$ cat src/rtl/clkout_pkg.sv
package clkout_pkg;
  localparam int WORD_W   = 16;
  localparam int MODE_LSB = 14;
  localparam int TXHZ_BIT = 13;
  localparam int RXHZ_BIT = 12;
  localparam int BRG_BIT  = 11;
  localparam int NFLAGS   = 3;

  typedef enum logic [1:0] {
    CKM_NORMAL = 2'b00,
    CKM_DRV_A  = 2'b01,
    CKM_DRV_B  = 2'b10,
    CKM_OFF    = 2'b11
  } ckmode_e;
endpackage

$ cat src/rtl/clkout_regs.sv
module clkout_regs
  import clkout_pkg::*;
#(
  parameter int           ADDR_W   = 12,
  parameter logic [11:0]  REG_ADDR = 12'h0FA,
  parameter logic [2:0]   FC_SUP   = 3'd5
) (
  input  logic                clk,
  input  logic                rst,
  input  logic [ADDR_W-1:0]   bus_addr,
  input  logic [2:0]          bus_fc,
  input  logic                bus_rd,
  input  logic                bus_wr,
  input  logic [WORD_W-1:0]   bus_wdata,
  output logic [WORD_W-1:0]   bus_rdata,
  output ckmode_e             mode_req,
  output logic [NFLAGS-1:0]   flags
);
  localparam int RSVD_W = BRG_BIT;

  ckmode_e           mode_q;
  logic [NFLAGS-1:0] flags_q;
  logic              hit;
  logic              rsvd_unused;

  assign hit         = (bus_addr == ADDR_W'(REG_ADDR)) && (bus_fc == FC_SUP);
  assign rsvd_unused = ^bus_wdata[RSVD_W-1:0];

  always_ff @(posedge clk) begin
    if (rst) begin
      mode_q  <= CKM_NORMAL;
      flags_q <= '0;
    end else if (bus_wr && hit) begin
      mode_q  <= ckmode_e'(bus_wdata[MODE_LSB+1:MODE_LSB]);
      flags_q <= bus_wdata[TXHZ_BIT:BRG_BIT];
    end
  end

  always_ff @(posedge clk) begin
    if (rst)
      bus_rdata <= '0;
    else if (bus_rd && hit)
      bus_rdata <= {mode_q, flags_q, {RSVD_W{1'b0}}};
    else
      bus_rdata <= '0;
  end

  assign mode_req = mode_q;
  assign flags    = flags_q;

  AST_MISS_KEEPS_WORD: assert property (@(posedge clk) disable iff (rst) (bus_wr && !hit) |=> ($stable(mode_q) && $stable(flags_q)));
  AST_MISS_READS_ZERO: assert property (@(posedge clk) disable iff (rst) (bus_rd && !hit) |=> (bus_rdata == '0));
  AST_RSVD_READ_ZERO: assert property (@(posedge clk) disable iff (rst) bus_rd |=> (bus_rdata[RSVD_W-1:0] == '0));
endmodule

$ cat src/rtl/clkout_divider.sv
module clkout_divider #(
  parameter int HALF_PERIOD = 4
) (
  input  logic clk,
  input  logic rst,
  output logic div_next,
  output logic rise_evt
);
  localparam int CNT_W = (HALF_PERIOD > 2) ? $clog2(HALF_PERIOD) : 1;
  localparam logic [CNT_W-1:0] LAST = CNT_W'(HALF_PERIOD - 1);

  logic [CNT_W-1:0] cnt_q;
  logic             div_q;
  logic             wrap;

  assign wrap     = (cnt_q == LAST);
  assign div_next = wrap ? ~div_q : div_q;
  assign rise_evt = wrap && !div_q;

  always_ff @(posedge clk) begin
    if (rst) begin
      cnt_q <= '0;
      div_q <= 1'b0;
    end else begin
      cnt_q <= wrap ? '0 : cnt_q + 1'b1;
      div_q <= div_next;
    end
  end

  AST_HIGH_NOT_SINGLE: assert property (@(posedge clk) disable iff (rst) $rose(div_q) |=> div_q);
  AST_LOW_NOT_SINGLE: assert property (@(posedge clk) disable iff (rst) $fell(div_q) |=> !div_q);
endmodule

$ cat src/rtl/clkout_mode_apply.sv
module clkout_mode_apply
  import clkout_pkg::*;
(
  input  logic    clk,
  input  logic    rst,
  input  ckmode_e mode_req,
  input  logic    rise_evt,
  input  logic    div_next,
  output ckmode_e mode_applied,
  output logic    clk_pin
);
  ckmode_e mode_q;
  ckmode_e mode_nxt;
  logic    pin_q;

  assign mode_nxt = rise_evt ? mode_req : mode_q;

  always_ff @(posedge clk) begin
    if (rst) begin
      mode_q <= CKM_NORMAL;
      pin_q  <= 1'b0;
    end else begin
      mode_q <= mode_nxt;
      pin_q  <= (mode_nxt == CKM_OFF) ? 1'b1 : div_next;
    end
  end

  assign mode_applied = mode_q;
  assign clk_pin      = pin_q;

  AST_CHANGE_WHILE_HIGH: assert property (@(posedge clk) disable iff (rst) !$stable(mode_q) |-> pin_q);
  AST_OFF_HOLDS_HIGH: assert property (@(posedge clk) disable iff (rst) (mode_q == CKM_OFF) |-> pin_q);
  AST_NO_FALL_WHEN_OFF: assert property (@(posedge clk) disable iff (rst) $fell(pin_q) |-> (mode_q != CKM_OFF));
endmodule

$ cat src/rtl/clkout_ctl.sv
module clkout_ctl
  import clkout_pkg::*;
#(
  parameter int          ADDR_W      = 12,
  parameter logic [11:0] REG_ADDR    = 12'h0FA,
  parameter logic [2:0]  FC_SUP      = 3'd5,
  parameter int          HALF_PERIOD = 4
) (
  input  logic              clk,
  input  logic              rst,
  input  logic [ADDR_W-1:0] bus_addr,
  input  logic [2:0]        bus_fc,
  input  logic              bus_rd,
  input  logic              bus_wr,
  input  logic [15:0]       bus_wdata,
  output logic [15:0]       bus_rdata,
  output logic              clk_pin,
  output logic [1:0]        drive_sel,
  output logic              txclk_hiz,
  output logic              rxclk_hiz,
  output logic              brg_off
);
  ckmode_e           mode_req;
  ckmode_e           mode_applied;
  logic [NFLAGS-1:0] flags;
  logic              div_next;
  logic              rise_evt;

  clkout_regs #(
    .ADDR_W(ADDR_W), .REG_ADDR(REG_ADDR), .FC_SUP(FC_SUP)
  ) u_regs (
    .clk(clk), .rst(rst),
    .bus_addr(bus_addr), .bus_fc(bus_fc),
    .bus_rd(bus_rd), .bus_wr(bus_wr),
    .bus_wdata(bus_wdata), .bus_rdata(bus_rdata),
    .mode_req(mode_req), .flags(flags)
  );

  clkout_divider #(.HALF_PERIOD(HALF_PERIOD)) u_div (
    .clk(clk), .rst(rst),
    .div_next(div_next), .rise_evt(rise_evt)
  );

  clkout_mode_apply u_apply (
    .clk(clk), .rst(rst),
    .mode_req(mode_req), .rise_evt(rise_evt), .div_next(div_next),
    .mode_applied(mode_applied), .clk_pin(clk_pin)
  );

  assign drive_sel = mode_applied;
  assign txclk_hiz = flags[2];
  assign rxclk_hiz = flags[1];
  assign brg_off   = flags[0];
endmodule

$ cat config.mk
export PLATFORM = sky130hd
export DESIGN_NAME = clkout_ctl
export DESIGN_NICKNAME = d
export VERILOG_FILES = /design/src/rtl/clkout_pkg.sv /design/src/rtl/clkout_regs.sv /design/src/rtl/clkout_divider.sv /design/src/rtl/clkout_mode_apply.sv /design/src/rtl/clkout_ctl.sv
export SDC_FILE = /design/constraint.sdc
export NUM_CORES = 1
export LEC_CHECK = 0
export CORE_MARGIN = 2
export CORE_UTILIZATION = 32
export CTS_BUF_LIST = sky130_fd_sc_hd__clkbuf_4
export DETAILED_ROUTE_END_ITERATION = 10
export PLACE_DENSITY = 0.74
export RECOVER_POWER = 100
export SETUP_SLACK_MARGIN = 0.15
export SYNTH_ARGS = -nofsm -noshare
export SYNTH_HDL_FRONTEND = slang
export SYNTH_HIERARCHICAL = 1
export SYNTH_SLANG_ARGS = --single-unit
$ cat constraint.sdc
create_clock -name clk -period 1.2 [get_ports clk]
set_input_delay 0.18 -clock clk [delete_from_list [all_inputs] [get_ports clk]]
set_output_delay 0.18 -clock clk [all_outputs]
set_load 0.005 [all_outputs]
==> metrics.md <==
| Metric | Value |
|---|---|
| Status | `finished, final reports clean` |
| Post-synth ARST share | `0%` |
| Area Growth Syn to Fin | `56.2%` |
| Ant diodes | `0` |
| 1st-pass router iterations | `4` |
| Max frequency | `0.939 GHz` |
| DP Cell Count | `138` |
| Worst path cell trace | `clkdlybuf4s25_1` |
| Total CTS buffers | `3` |
| Yosys reg bits | `16` |
| Max cap viols | `0` |
| Slew Viols, Final | `0` |
| Worst Hold End | `u_regs/bus_rdata[11]$_SDFF_PP0_` |
| Crit end category | `primary output` |
| Seq/Total Area, Yosys | `39.8%` |
| Max incr delay on CP | `330 ps` |
| Commonest cells post-synth | `dfxtp_1 (16), buf_4 (11), nand2b_1 (10), mux2i_1 (7), nor4bb_1 (7)` |
| Setup violators final | `0` |
| Post-Layout Cell Count | `149` |
| Setup TNS | `0 ps` |
| Clock latency on the worst-skew pair | `280 ps` |
| Critical path arrival | `880 ps` |
| Input/output buffers | `34` |
| Nets@finish | `157` |
| Req. time, crit path | `1020 ps` |
| Setup CP Type | `register to primary output` |
| WL final | `1.85 mm` |
| Count of clock tree sinks | `16` |
| Detail Placement HPWL | `1.28 mm` |
| Fraction of the cycle the final worst path needs | `88.7%` |
| Core area | `0.00243 mm2` |
| Fin util | `51.7%` |
| Die width | `54.2 um` |
| Routed via count | `667` |
| DRC violations left | `0` |
| H-tree Lvls | `1` |
| 1st-iter DRT viols | `4` |
| Post-Syn Instances | `74` |
| Reg clk slew, reported paths | `90 ps` |
| Setup slack, reg-to-reg | `150 ps` |
| Worst Path Buf+Inv | `1` |
| Netlist Area Pre-Place | `806 um2` |
| Length in cells of the worst reg-to-reg path | `5` |
| Maximum root-to-sink buffer count | `2` |
| Layout cells sized above 1 | `31.1%` |
| VDD IR max | `0.587 mV` |
| Initial antenna violation count | `0` |
| Yosys top cell area share | `39.8%` |
| CP max FO | `1` |
| Final instance area | `0.00126 mm2` |
| Wire length per cell | `12.4 um` |
| Hold Vio Cnt, Final | `0` |
| Most instantiated library cell after synthesis | `dfxtp_1` |
| Main synth FF type | `dfxtp_1` |
| First-pass GRT wire length | `2.63 mm` |
| Leak | `0.502 nW` |
| Routability congestion estimate from global placement | `0.679` |
| Worst flop-to-flop path endpoint | `u_apply/clk_pin$_SDFF_PP0_` |
| CTS tree | `done` |
| Final worst path period need | `1060 ps` |
| Starting Density | `33.1%` |
| Std cell rows | `18` |
| Number of global-route vias before repair | `649` |
| Root buffer cell | `clkbuf_4` |
| Crit Reg-Reg Startpoint | `u_div/cnt_q[0]$_SDFF_PP0_` |
| Hold_sp | `bus_addr[11]` |
| Cell Area, Placed | `0.00118 mm2` |
| Antenna Nets Post-Route | `0` |
| Vias/cell | `4.48` |
| GRT overflow | `0` |
| Post-synth top area cell | `dfxtp_1` |
| Crit path launch type | `register` |
| Worst Skew | `3.82 ps` |
| Cell area power density | `820 mW/mm2` |
| RSZ-0062 raised after global routing | `true` |
| Die area | `0.00294 mm2` |
| Post-synth cell types | `22` |
| Power, Total | `1.03 mW` |
| Largest net degree at the start of global routing | `22` |
| Syn_area_per_cell | `10.9 um2` |
| Slowest CP cell | `dfxtp_2` |
| Synth top area cells | `dfxtp_1 (40%), buf_4 (10%), mux2i_1 (8.7%)` |
| CP top delay family | `flip-flops` |
| Hold Path Cell Cnt | `4` |
| Min-Delay Path Class | `primary input to register` |
| Die height | `54.2 um` |
| Synth warnings | `6` |
| EDFF count, synth | `0` |
| Gr usage total | `12.7%` |
| Io pins | `57` |
## kinds of logic after synthesis
logic type      share of synthesized area (%)
simple gates                             35.1
flops                                    39.8
buf+inv                                  12.1
mux                                      8.70
fa+ha+maj                                3.11
compound gates                          0.777
other cells                             0.465
## layout make-up
cell class              instances  area [um2]
repair buffers                 43         377
flip-flops and latches         16         324
well taps                      30        37.5
fillers                       220        1170
inverters                       3        11.3
multi-input cells              53         483
clock buffers                   3        22.5
clock inverters                 1        3.75
## worst max-delay path by stage
stage	start	end	slack, ps	depth (start not counted)
after detailed placement	bus_addr[6]	u_regs/bus_rdata[14]$_SDFF_PP0_	-560	4
final	u_regs/bus_rdata[13]$_SDFF_PP0_	bus_rdata[13]	140	1
after CTS	bus_addr[2]	u_regs/bus_rdata[13]$_SDFF_PP0_	150	4
after global routing	bus_addr[8]	u_regs/bus_rdata[13]$_SDFF_PP0_	60	4
after global placement	bus_addr[6]	u_regs/bus_rdata[14]$_SDFF_PP0_	-380	4
after floorplan	bus_addr[2]	u_regs/flags[0]$_SDFFE_PP0P_	70	3
## placed cells by master (no fill, tap or decap), types with 2 or more instances in the layout
cell type	n
clkbuf_2	7
conb_1	11
clkbuf_4	3
clkdlybuf4s15_1	7
mux2i_1	7
dfxtp_1	13
buf_4	7
dlygate4sd2_1	3
clkdlybuf4s25_1	5
ha_4	2
clkdlybuf4s50_1	7
buf_6	2
buf_2	3
inv_1	3
nor2_1	3
dfxtp_2	3
nor4bb_1	5
nor3b_2	2
nand2b_1	10
nand4bb_4	2
## layer usage
layer	wire length [um]	global-route usage, %	part of all wire, %
met3	229	5.28	12
met1	675	11.7	36
met2	946	25.5	51
met4	0	2.50	0
met5	0	0	0
## what timing repair did
action	in CTS	in global routing
setup buffers	6	1
setup endpoints to repair	24	18
pin swaps	11	5
gates cloned	0	0
gates resized for setup	62	31
hold buffers	0	0
## stage by stage
stage / hold WS [ps] / setup WS (ps)
2_1_floorplan: 247 / 73.7
3_3_place_gp: 420 / -380
3_5_place_dp: 446 / -556
4_1_cts: 324 / 147
5_1_grt: 330 / 57.3
6_report: 302 / 136
## power by group
| part | total [mW] | leakage [nW] | internal (mW) | switching [mW] |
|---|---|---|---|---|
| combinational | 0.192 | 0.356 | 0.121 | 0.0705 |
| sequential | 0.555 | 0.131 | 0.546 | 0.00911 |
| clock | 0.286 | 0.0154 | 0.121 | 0.165 |
## state kept, by name, indices dropped and copies added, names as in the netlist
signal	cells
u_div/div_q	1
u_regs/flags	3
u_regs/bus_rdata	5
u_apply/mode_applied	2
u_regs/mode_req	2
u_apply/clk_pin	1
u_div/cnt_q	2
(Power assumes the default switching activity.)
